==> src/rtl/irq_ctrl_pkg.sv <==
package irq_ctrl_pkg;
   typedef enum logic {
      CFG_MASK = 1'b0,
      CFG_MODE = 1'b1
   } cfg_sel_e;

   function automatic int vec_width(input int lines);
      return $clog2(lines + 1);
   endfunction
endpackage

==> src/rtl/irq_sync.sv <==
module irq_sync #(
   parameter int W = 1
) (
   input  logic         clk,
   input  logic         rst_n,
   input  logic [W-1:0] d,
   output logic [W-1:0] q
);
   logic [W-1:0] meta_q;

   always_ff @(posedge clk) begin
      if (!rst_n) begin
         meta_q <= '0;
         q      <= '0;
      end else begin
         meta_q <= d;
         q      <= meta_q;
      end
   end
endmodule

==> src/rtl/irq_line_unit.sv <==
module irq_line_unit #(
   parameter int N_LINES = 8
) (
   input  logic               clk,
   input  logic               rst_n,
   input  logic [N_LINES-1:0] sync_in,
   input  logic [N_LINES-1:0] edge_mode,
   input  logic [N_LINES-1:0] clr,
   output logic [N_LINES-1:0] pending
);
   for (genvar i = 0; i < N_LINES; i++) begin : g_line
      logic prev_q;
      logic latch_q;
      logic rise;

      assign rise = sync_in[i] & ~prev_q;

      always_ff @(posedge clk) begin
         if (!rst_n) begin
            prev_q  <= 1'b0;
            latch_q <= 1'b0;
         end else begin
            prev_q  <= sync_in[i];
            latch_q <= edge_mode[i] ? (rise | (latch_q & ~clr[i])) : 1'b0;
         end
      end

      assign pending[i] = edge_mode[i] ? latch_q : sync_in[i];

      // a detected edge is always latched
      p_edge_kept_r4: assert property (@(posedge clk) disable iff (!rst_n)
         (edge_mode[i] && rise) |=> latch_q);
      // acknowledge retires the latch when no new edge coincides
      p_edge_clear_r9: assert property (@(posedge clk) disable iff (!rst_n)
         (clr[i] && !rise) |=> !latch_q);
   end
endmodule

==> src/rtl/irq_prio_arb.sv <==
module irq_prio_arb #(
   parameter int N_LINES = 8,
   parameter int VEC_W   = 4
) (
   input  logic [N_LINES-1:0] active,
   input  logic               nmi_pend,
   output logic               valid,
   output logic [VEC_W-1:0]   vector,
   output logic [N_LINES-1:0] grant,
   output logic               nmi_grant
);
   logic [VEC_W-1:0] low_idx;
   logic             any;

   always_comb begin
      low_idx = '0;
      any     = 1'b0;
      for (int i = N_LINES - 1; i >= 0; i--) begin
         if (active[i]) begin
            low_idx = VEC_W'(i);
            any     = 1'b1;
         end
      end
   end

   always_comb begin
      grant     = '0;
      nmi_grant = nmi_pend;
      valid     = nmi_pend | any;
      vector    = '0;
      if (nmi_pend) begin
         vector = VEC_W'(N_LINES);
      end else if (any) begin
         vector = low_idx;
         grant  = active & ~(active - N_LINES'(1));
      end
   end
endmodule

==> src/rtl/irq_trigger_ctrl.sv <==
module irq_trigger_ctrl
   import irq_ctrl_pkg::*;
#(
   parameter int N_LINES = 8,
   parameter int VEC_W   = vec_width(N_LINES)
) (
   input  logic               clk,
   input  logic               rst_n,
   input  logic [N_LINES-1:0] irq_lines,
   input  logic               nmi_line,
   input  logic               cfg_wr_en,
   input  logic               cfg_wr_sel,
   input  logic [N_LINES-1:0] cfg_wr_data,
   output logic               irq_valid,
   output logic [VEC_W-1:0]   irq_vector,
   input  logic               irq_ack
);
   localparam int SYNC_W = N_LINES + 1;

   if (N_LINES < 1) begin : g_bad_lines
      $error("N_LINES must be at least 1");
   end
   if (VEC_W < vec_width(N_LINES)) begin : g_bad_vec
      $error("VEC_W too narrow for the non-maskable vector");
   end

   logic [SYNC_W-1:0]  sync_q;
   logic [N_LINES-1:0] line_sync;
   logic               nmi_sync;
   logic [N_LINES-1:0] mask_q;
   logic [N_LINES-1:0] mode_q;
   logic [N_LINES-1:0] pending;
   logic [N_LINES-1:0] active;
   logic [N_LINES-1:0] grant;
   logic [N_LINES-1:0] line_clr;
   logic               nmi_grant;
   logic               nmi_prev_q;
   logic               nmi_pend_q;
   logic               nmi_rise;
   logic               ack_ok;

   irq_sync #(.W(SYNC_W)) u_sync (
      .clk   (clk),
      .rst_n (rst_n),
      .d     ({nmi_line, irq_lines}),
      .q     (sync_q)
   );
   assign line_sync = sync_q[N_LINES-1:0];
   assign nmi_sync  = sync_q[N_LINES];

   always_ff @(posedge clk) begin
      if (!rst_n) begin
         mask_q <= '1;
         mode_q <= '0;
      end else if (cfg_wr_en) begin
         if (cfg_sel_e'(cfg_wr_sel) == CFG_MASK) mask_q <= cfg_wr_data;
         else                                    mode_q <= cfg_wr_data;
      end
   end

   assign ack_ok   = irq_ack & irq_valid;
   assign line_clr = ack_ok ? grant : '0;

   irq_line_unit #(.N_LINES(N_LINES)) u_lines (
      .clk       (clk),
      .rst_n     (rst_n),
      .sync_in   (line_sync),
      .edge_mode (mode_q),
      .clr       (line_clr),
      .pending   (pending)
   );

   assign nmi_rise = nmi_sync & ~nmi_prev_q;

   always_ff @(posedge clk) begin
      if (!rst_n) begin
         nmi_prev_q <= 1'b0;
         nmi_pend_q <= 1'b0;
      end else begin
         nmi_prev_q <= nmi_sync;
         nmi_pend_q <= nmi_rise | (nmi_pend_q & ~(ack_ok & nmi_grant));
      end
   end

   assign active = pending & ~mask_q;

   irq_prio_arb #(.N_LINES(N_LINES), .VEC_W(VEC_W)) u_arb (
      .active    (active),
      .nmi_pend  (nmi_pend_q),
      .valid     (irq_valid),
      .vector    (irq_vector),
      .grant     (grant),
      .nmi_grant (nmi_grant)
   );

   // the non-maskable request always wins
   p_nmi_first_r6: assert property (@(posedge clk) disable iff (!rst_n)
      nmi_pend_q |-> (irq_valid && irq_vector == VEC_W'(N_LINES)));
   // a masked line is never granted
   p_mask_block_r5: assert property (@(posedge clk) disable iff (!rst_n)
      (irq_valid && !nmi_grant) |-> ((grant & mask_q) == '0));
   // the granted line has no active line below it
   p_prio_low_r7: assert property (@(posedge clk) disable iff (!rst_n)
      (irq_valid && !nmi_grant) |->
         ($countones(grant) == 1 && (active & (grant - N_LINES'(1))) == '0));
   // a mask write is visible in the next cycle
   p_wr_next_r8: assert property (@(posedge clk) disable iff (!rst_n)
      (cfg_wr_en && cfg_wr_sel == 1'b0) |=> (mask_q == $past(cfg_wr_data)));
endmodule

==> config.mk <==
export PLATFORM = sky130hd
export DESIGN_NAME = irq_trigger_ctrl
export DESIGN_NICKNAME = d
export VERILOG_FILES = /design/src/rtl/irq_ctrl_pkg.sv /design/src/rtl/irq_sync.sv /design/src/rtl/irq_line_unit.sv /design/src/rtl/irq_prio_arb.sv /design/src/rtl/irq_trigger_ctrl.sv
export SDC_FILE = /design/constraint.sdc
export NUM_CORES = 1
export LEC_CHECK = 0
export CELL_PAD_IN_SITES_DETAIL_PLACEMENT = 0
export CELL_PAD_IN_SITES_GLOBAL_PLACEMENT = 1
export CORE_AREA = 2 2 108 68
export DETAILED_ROUTE_END_ITERATION = 8
export DIE_AREA = 0 0 110 70
export DONT_BUFFER_PORTS = 1
export PLACE_DENSITY = 0.65
export SYNTH_ARGS = -nofsm -noshare
export SYNTH_HDL_FRONTEND = slang
export SYNTH_SLANG_ARGS = --single-unit
export TNS_END_PERCENT = 100
==> constraint.sdc <==
create_clock -name clk -period 1.35 [get_ports clk]
set_clock_uncertainty 0.1 [all_clocks]
set_input_delay 0 -clock clk [delete_from_list [all_inputs] [get_ports clk]]
set_output_delay 0 -clock clk [all_outputs]
set_load 0.02 [all_outputs]
==> flow_summary.ini, run 1 <==
[synth]
syn_nets = 232
syn_inst = 210
ys_top_cells_by_count = dfxtp_1 (52), nand2_1 (30), and2_1 (28)
ys_seq_area_share_pct = 52.89
synth_cell_types = 29
synthArstFlopShare_pct = 0
syn-cell-area_um2 = 1968
synth_edf_count = 0
post_synth.cell_area_avg_um2 = 9.372
ys.flop_type = dfxtp_1
yosys-top-cells-area = dfxtp_1 (53%), and2_1 (8.9%), nand2_1 (5.7%), mux2i_1 (3.6%), nand3_1 (3.6%)
synth_top_area_share_pct = 52.89
yosysWarnings = 0
yosysMostFrequentCell = dfxtp_1
ys_ff_latch = 52
yosysTopAreaCell = dfxtp_1

[floorplanning]
die_w_um = 110
num_rows = 24
start_util_pct = 28.62
ios = 27
die_y_um = 70
core_um2 = 6877
dieArea_um2 = 7700

[place]
routabilityCongestion = 0.7595
port_buffers = 0
placed_area_um2 = 2297
dp_hpwl_mm = 3.225

[pwr]
p_int_mw = 2.363
power_frac_clock_pct = 35.3
power_density_nw_per_um2 = 1048
pwr-share-comb_pct = 12.3
pwr-share-seq_pct = 52.3
ir_drop_v = 0.0005607
switching_share_pct = 24.83
power.switching_uw = 780.6
p_leak_nw = 1.139

[sta]
final_hold_viol_count = 0
holdWs_ns = 0.03761
period_share_pct = 134.1
final_max_slew_viol_count = 0
setup_ws_ns = -0.4610
fmax_mhz = 552.2
tightest_slew_ns = 0.5025
rsz0062_at_grt = yes
setup_viol = 12
relSlewSlack_pct = 66.42
period_needed_ns = 1.811

[drt]
dr.pass1.iters = 4
route.detailed.drc = 0
viasPerCell = 4.576
ant_nets = 0
wl_per_cell_um = 14.85
drt_iter0_drc = 132
num_vias = 1661
routed_wl_mm = 5.389

[critical_path]
crit_top_cell = a211oi_2
critical_path.max_fanout = 4
max_stage_delay_ns = 0.39
crit_path_start_kind = register
r2r_cells = 5
crit_chain = mux2_4, a211oi_2, o221ai_2, a211oi_2, buf_4
cp-end-kind = output pin
cp_slowest_cell = dfxtp_4
cp.required_ns = 1.25
arrival_ns = 1.71
worstSetupPathType = register to output pin

[finish]
antenna_cells = 0
final_nets = 293
fin_area_um2 = 3000
area_growth_pct = 52.45
drive_above_1_share_pct = 29.04

[run_status]
status = finished with violations
violations = negative setup slack

[clocking]
cts_tree = done
clkTransAtPathRegs_ns = 0.10
htreeDepth = 2
clock_sinks = 52
clockBufferDepth = 2
cts_root_buffer = clkbuf_8
cts_made_buffers = 5
clk_latency_ns = 0.32

[worst_hold_path]
hp-class = primary input to register
holdPathStages = 3

[grt]
overflow = 0
antenna_found_initial = 0
grt_max_degree = 53
grt_pass1_vias = 1652
grt_pass1_wl_mm = 8.404
groute.usage.overall_pct = 14.46

[run]
drv_cap = 0
-- per-layer routing --
layer  part of all wire, %  vias to the layer above  global-route usage, %  routed length (µm)
met1                    53                      771                  22.32                2874
met5                     0                        -                      0                   0
met4                  0.91                        0                  3.797                  49
li1                      -                      835                      -                   -
met3                   7.8                        6                  4.669                 419
met2                    38                       49                  18.88                2045
-- power by group through the flow --
stage | Sequential [mW] | Clock (mW) | Combinational, mW
after detailed placement | 1.67 | 0 | 0.223
after floorplan | 1.66 | 0 | 0.162
after global placement | 1.67 | 0 | 0.221
after global routing | 1.65 | 1.21 | 0.418
final | 1.65 | 1.11 | 0.388
after CTS | 1.64 | 1.14 | 0.349
-- metrics by stage --
step | power (mW) | TNS [ns] | cells | worst slack [ns] | utilization [%]
after global placement | 1.892 | -1.163 | 318 | -0.1525 | 33.41
after CTS | 3.126 | -4.570 | 360 | -0.5081 | 41.54
after floorplan | 1.824 | -0.1862 | 210 | -0.06186 | -
after detailed placement | 1.894 | -1.154 | 318 | -0.1629 | 33.41
final | 3.144 | -2.361 | 363 | -0.4610 | 43.63
after global routing | 3.285 | -3.250 | 363 | -0.5254 | 43.63
-- layout make-up --
cell class                      instances  area, µm²
Inverter                                4      15.01
Timing Repair Buffer                   63      606.8
Clock inverter                          3      46.29
Fill cell                             664       3876
Multi-Input combinational cell        145       1092
Tap cell                               91      113.9
Sequential cell                        52       1057
Clock buffer                            5      68.82
-- kinds of logic after synthesis --
family	count (synthesis)	share of synthesized area (%)
buffers and inverters	13	2.670
muxes	9	4.895
DFF	52	52.89
and+or+nand+nor	99	26.19
AOI/OAI and AO/OA	37	13.35
-- worst paths after layout --
check / end / startpoint / slack [ns]
worst max-delay path: irq_vector[0] / mode_q[6]$_SDFFE_PN0P_ / -0.46
worst min-delay path: mode_q[6]$_SDFFE_PN0P_ / cfg_wr_en / 0.04
worst max register to register: u_lines.g_line[3].latch_q$_SDFF_PN0_ / mode_q[0]$_SDFFE_PN0P_ / -0.19
worst min register to register: u_sync.q[3]$_SDFF_PN0_ / u_sync.meta_q[3]$_SDFF_PN0_ / 0.34
-- sequential cells by signal, indices dropped and copies added (netlist names) --
register	flops
u_sync.q	9
u_lines.g_line.prev_q	8
nmi_prev_q	1
nmi_pend_q	1
mode_q	8
mask_q	8
u_lines.g_line.latch_q	8
u_sync.meta_q	9
-- worst max-delay path: cells and delay by family (launching register included) --
family,cells,cell delay (ns)
buffers and inverters,1,0.17
flip-flops,1,0.39
AO/OA/AOI/OAI,3,0.53
multiplexers,1,0.30
-- placed cells by master, fill, tap and decap left out, types with 5 or more instances in the layout --
cell type	Yosys	final
dfxtp_2	0	7
a21oi_1	8	7
dlygate4sd3_1	0	28
buf_4	1	25
o211ai_1	6	6
a21boi_0	8	8
nand2_1	30	29
clkbuf_8	0	5
nand3_1	14	14
nand2b_1	6	6
buf_6	0	5
and2_1	28	28
dfxtp_1	52	43
-- timing repair --
| action | CTS | global route |
|---|---|---|
| endpoints found under the hold margin | 52 | 0 |
| gates resized for setup | 24 | 19 |
| setup endpoints to repair | 11 | 21 |
| hold buffers | 32 | 0 |
| setup buffers | 2 | 2 |
| cloned | 0 | 1 |
| pin swaps | 11 | 7 |
No activity file was read; power rests on OpenSTA's default activity.
==> inputs of run 2 (changes only) <==
Settings changed: RECOVER_POWER from default to 100.
==> flow_summary.ini, run 2 (synthesized netlist as in run 1, its figures left out) <==
[run_status]
violations = negative setup slack
status = finished with violations

[clocking]
clock_sinks = 52
htreeDepth = 2
cts_root_buffer = clkbuf_8
cts_made_buffers = 5
cts_tree = done
clkTransAtPathRegs_ns = 0.10
clk_latency_ns = 0.32
clockBufferDepth = 2

[pwr]
switching_share_pct = 24.86
pwr-share-comb_pct = 11.9
power.switching_uw = 777.6
p_int_mw = 2.350
pwr-share-seq_pct = 52.6
power_frac_clock_pct = 35.5
p_leak_nw = 1.108
fin_total_pwr_mw = 3.128
power_density_nw_per_um2 = 1058
ir_drop_v = 0.0005609

[floorplanning]
core_um2 = 6877
die_w_um = 110
ios = 27
num_rows = 24
die_y_um = 70
start_util_pct = 28.62
dieArea_um2 = 7700

[finish]
regArea_um2 = 1057
multiInputGateArea_um2 = 1092
drive_above_1_share_pct = 28.68
final_cell_mix = dfxtp_1 (43), nand2_1 (29), dlygate4sd3_1 (28)
reg_top3 = u_sync.meta_q: 9 flops, u_sync.q: 9 flops
final_common_cell = dfxtp_1
n_fill_cell = 671
area_growth_pct = 50.22
final_nets = 293
antenna_cells = 0

[critical_path]
cp.required_ns = 1.25
worstSetupPathType = register to output pin
cp-end-kind = output pin
arrival_ns = 1.71
critical_path.max_fanout = 4
crit_path_start_kind = register

[sta]
period_needed_ns = 1.812
setup_ws_ns = -0.4617
fmax_mhz = 552.0
period_share_pct = 134.2
setup_tns_ns = -2.653
setup_viol = 15
rsz0062_at_grt = yes
relSlewSlack_pct = 62.73
final_max_slew_viol_count = 0
holdWs_ns = 0.03528
tightest_slew_ns = 0.5590
final_hold_viol_count = 0

[place]
dp_hpwl_mm = 3.225
routabilityCongestion = 0.7595
place_worst_setup_slack_ns = -0.1629
port_buffers = 0

[drt]
routed_wl_mm = 5.399
ant_nets = 0
viasPerCell = 4.581
num_vias = 1663
drt_iter0_drc = 144
route.detailed.drc = 0
dr.pass1.iters = 4
wl_per_cell_um = 14.87

[grt]
overflow = 0
grt_max_degree = 53
grt_pass1_wl_mm = 8.404
groute.usage.overall_pct = 14.46
grt_pass1_vias = 1652
antenna_found_initial = 0

[run]
drv_cap = 0

[worst_hold_path]
hp-class = primary input to register
-- run 2: cell type report --
class / count / share of cell area (%)
Multi-Input combinational cell: 145 / 36.94
Sequential cell: 52 / 35.76
Clock buffer: 5 / 2.328
Tap cell: 91 / 3.851
Inverter: 4 / 0.5078
Clock inverter: 3 / 1.566
Timing Repair Buffer: 63 / 19.04
-- run 2: what timing repair did --
action | 4_1_cts | 5_1_grt
hold buffers | 32 | 0
gates cloned | 0 | 1
endpoints found under the hold margin | 52 | 0
setup endpoints to repair | 11 | 21
resized for setup | 24 | 19
setup buffers | 2 | 2
pin swaps | 11 | 7
-- run 2: critical path, stage by stage (launching register included) --
cell	delay [ns]
dfxtp_4	0.39
mux2_4	0.30
a211oi_2	0.21
o221ai_2	0.12
a211oi_2	0.20
buf_4	0.17
-- run 2: layer usage --
layer / global-route usage, % / share of wire, %
met4: 3.797 / 0.91
met5: 0 / 0
met2: 18.88 / 39
met1: 22.32 / 52
met3: 4.669 / 8.0
-- run 2: path summary, 6_finish.rpt --
path | to | start | depth (start not counted) | slack [ns]
worst max-delay path | irq_vector[0] | mode_q[6]$_SDFFE_PN0P_ | 5 | -0.46
worst min-delay path | mode_q[6]$_SDFFE_PN0P_ | cfg_wr_en | 3 | 0.04
worst max register to register | u_lines.g_line[3].latch_q$_SDFF_PN0_ | mode_q[0]$_SDFFE_PN0P_ | 5 | -0.19
worst min register to register | u_sync.q[1]$_SDFF_PN0_ | u_sync.meta_q[1]$_SDFF_PN0_ | 1 | 0.34
-- run 2: stage by stage --
stage | cells | util (%) | cell area [µm²]
after global placement | 318 | 33.41 | 2297
final | 363 | 42.99 | 2957
after global routing | 363 | 42.99 | 2957
after floorplan | 210 | - | 2026
after CTS | 360 | 41.54 | 2856
after detailed placement | 318 | 33.41 | 2297
-- run 2: power groups by stage --
stage,Sequential (mW),Combinational (mW),Clock [mW]
detailed placement,1.67,0.223,0
floorplan,1.66,0.162,0
global placement,1.67,0.221,0
CTS,1.64,0.349,1.14
global route,1.65,0.403,1.21
finish,1.65,0.373,1.11
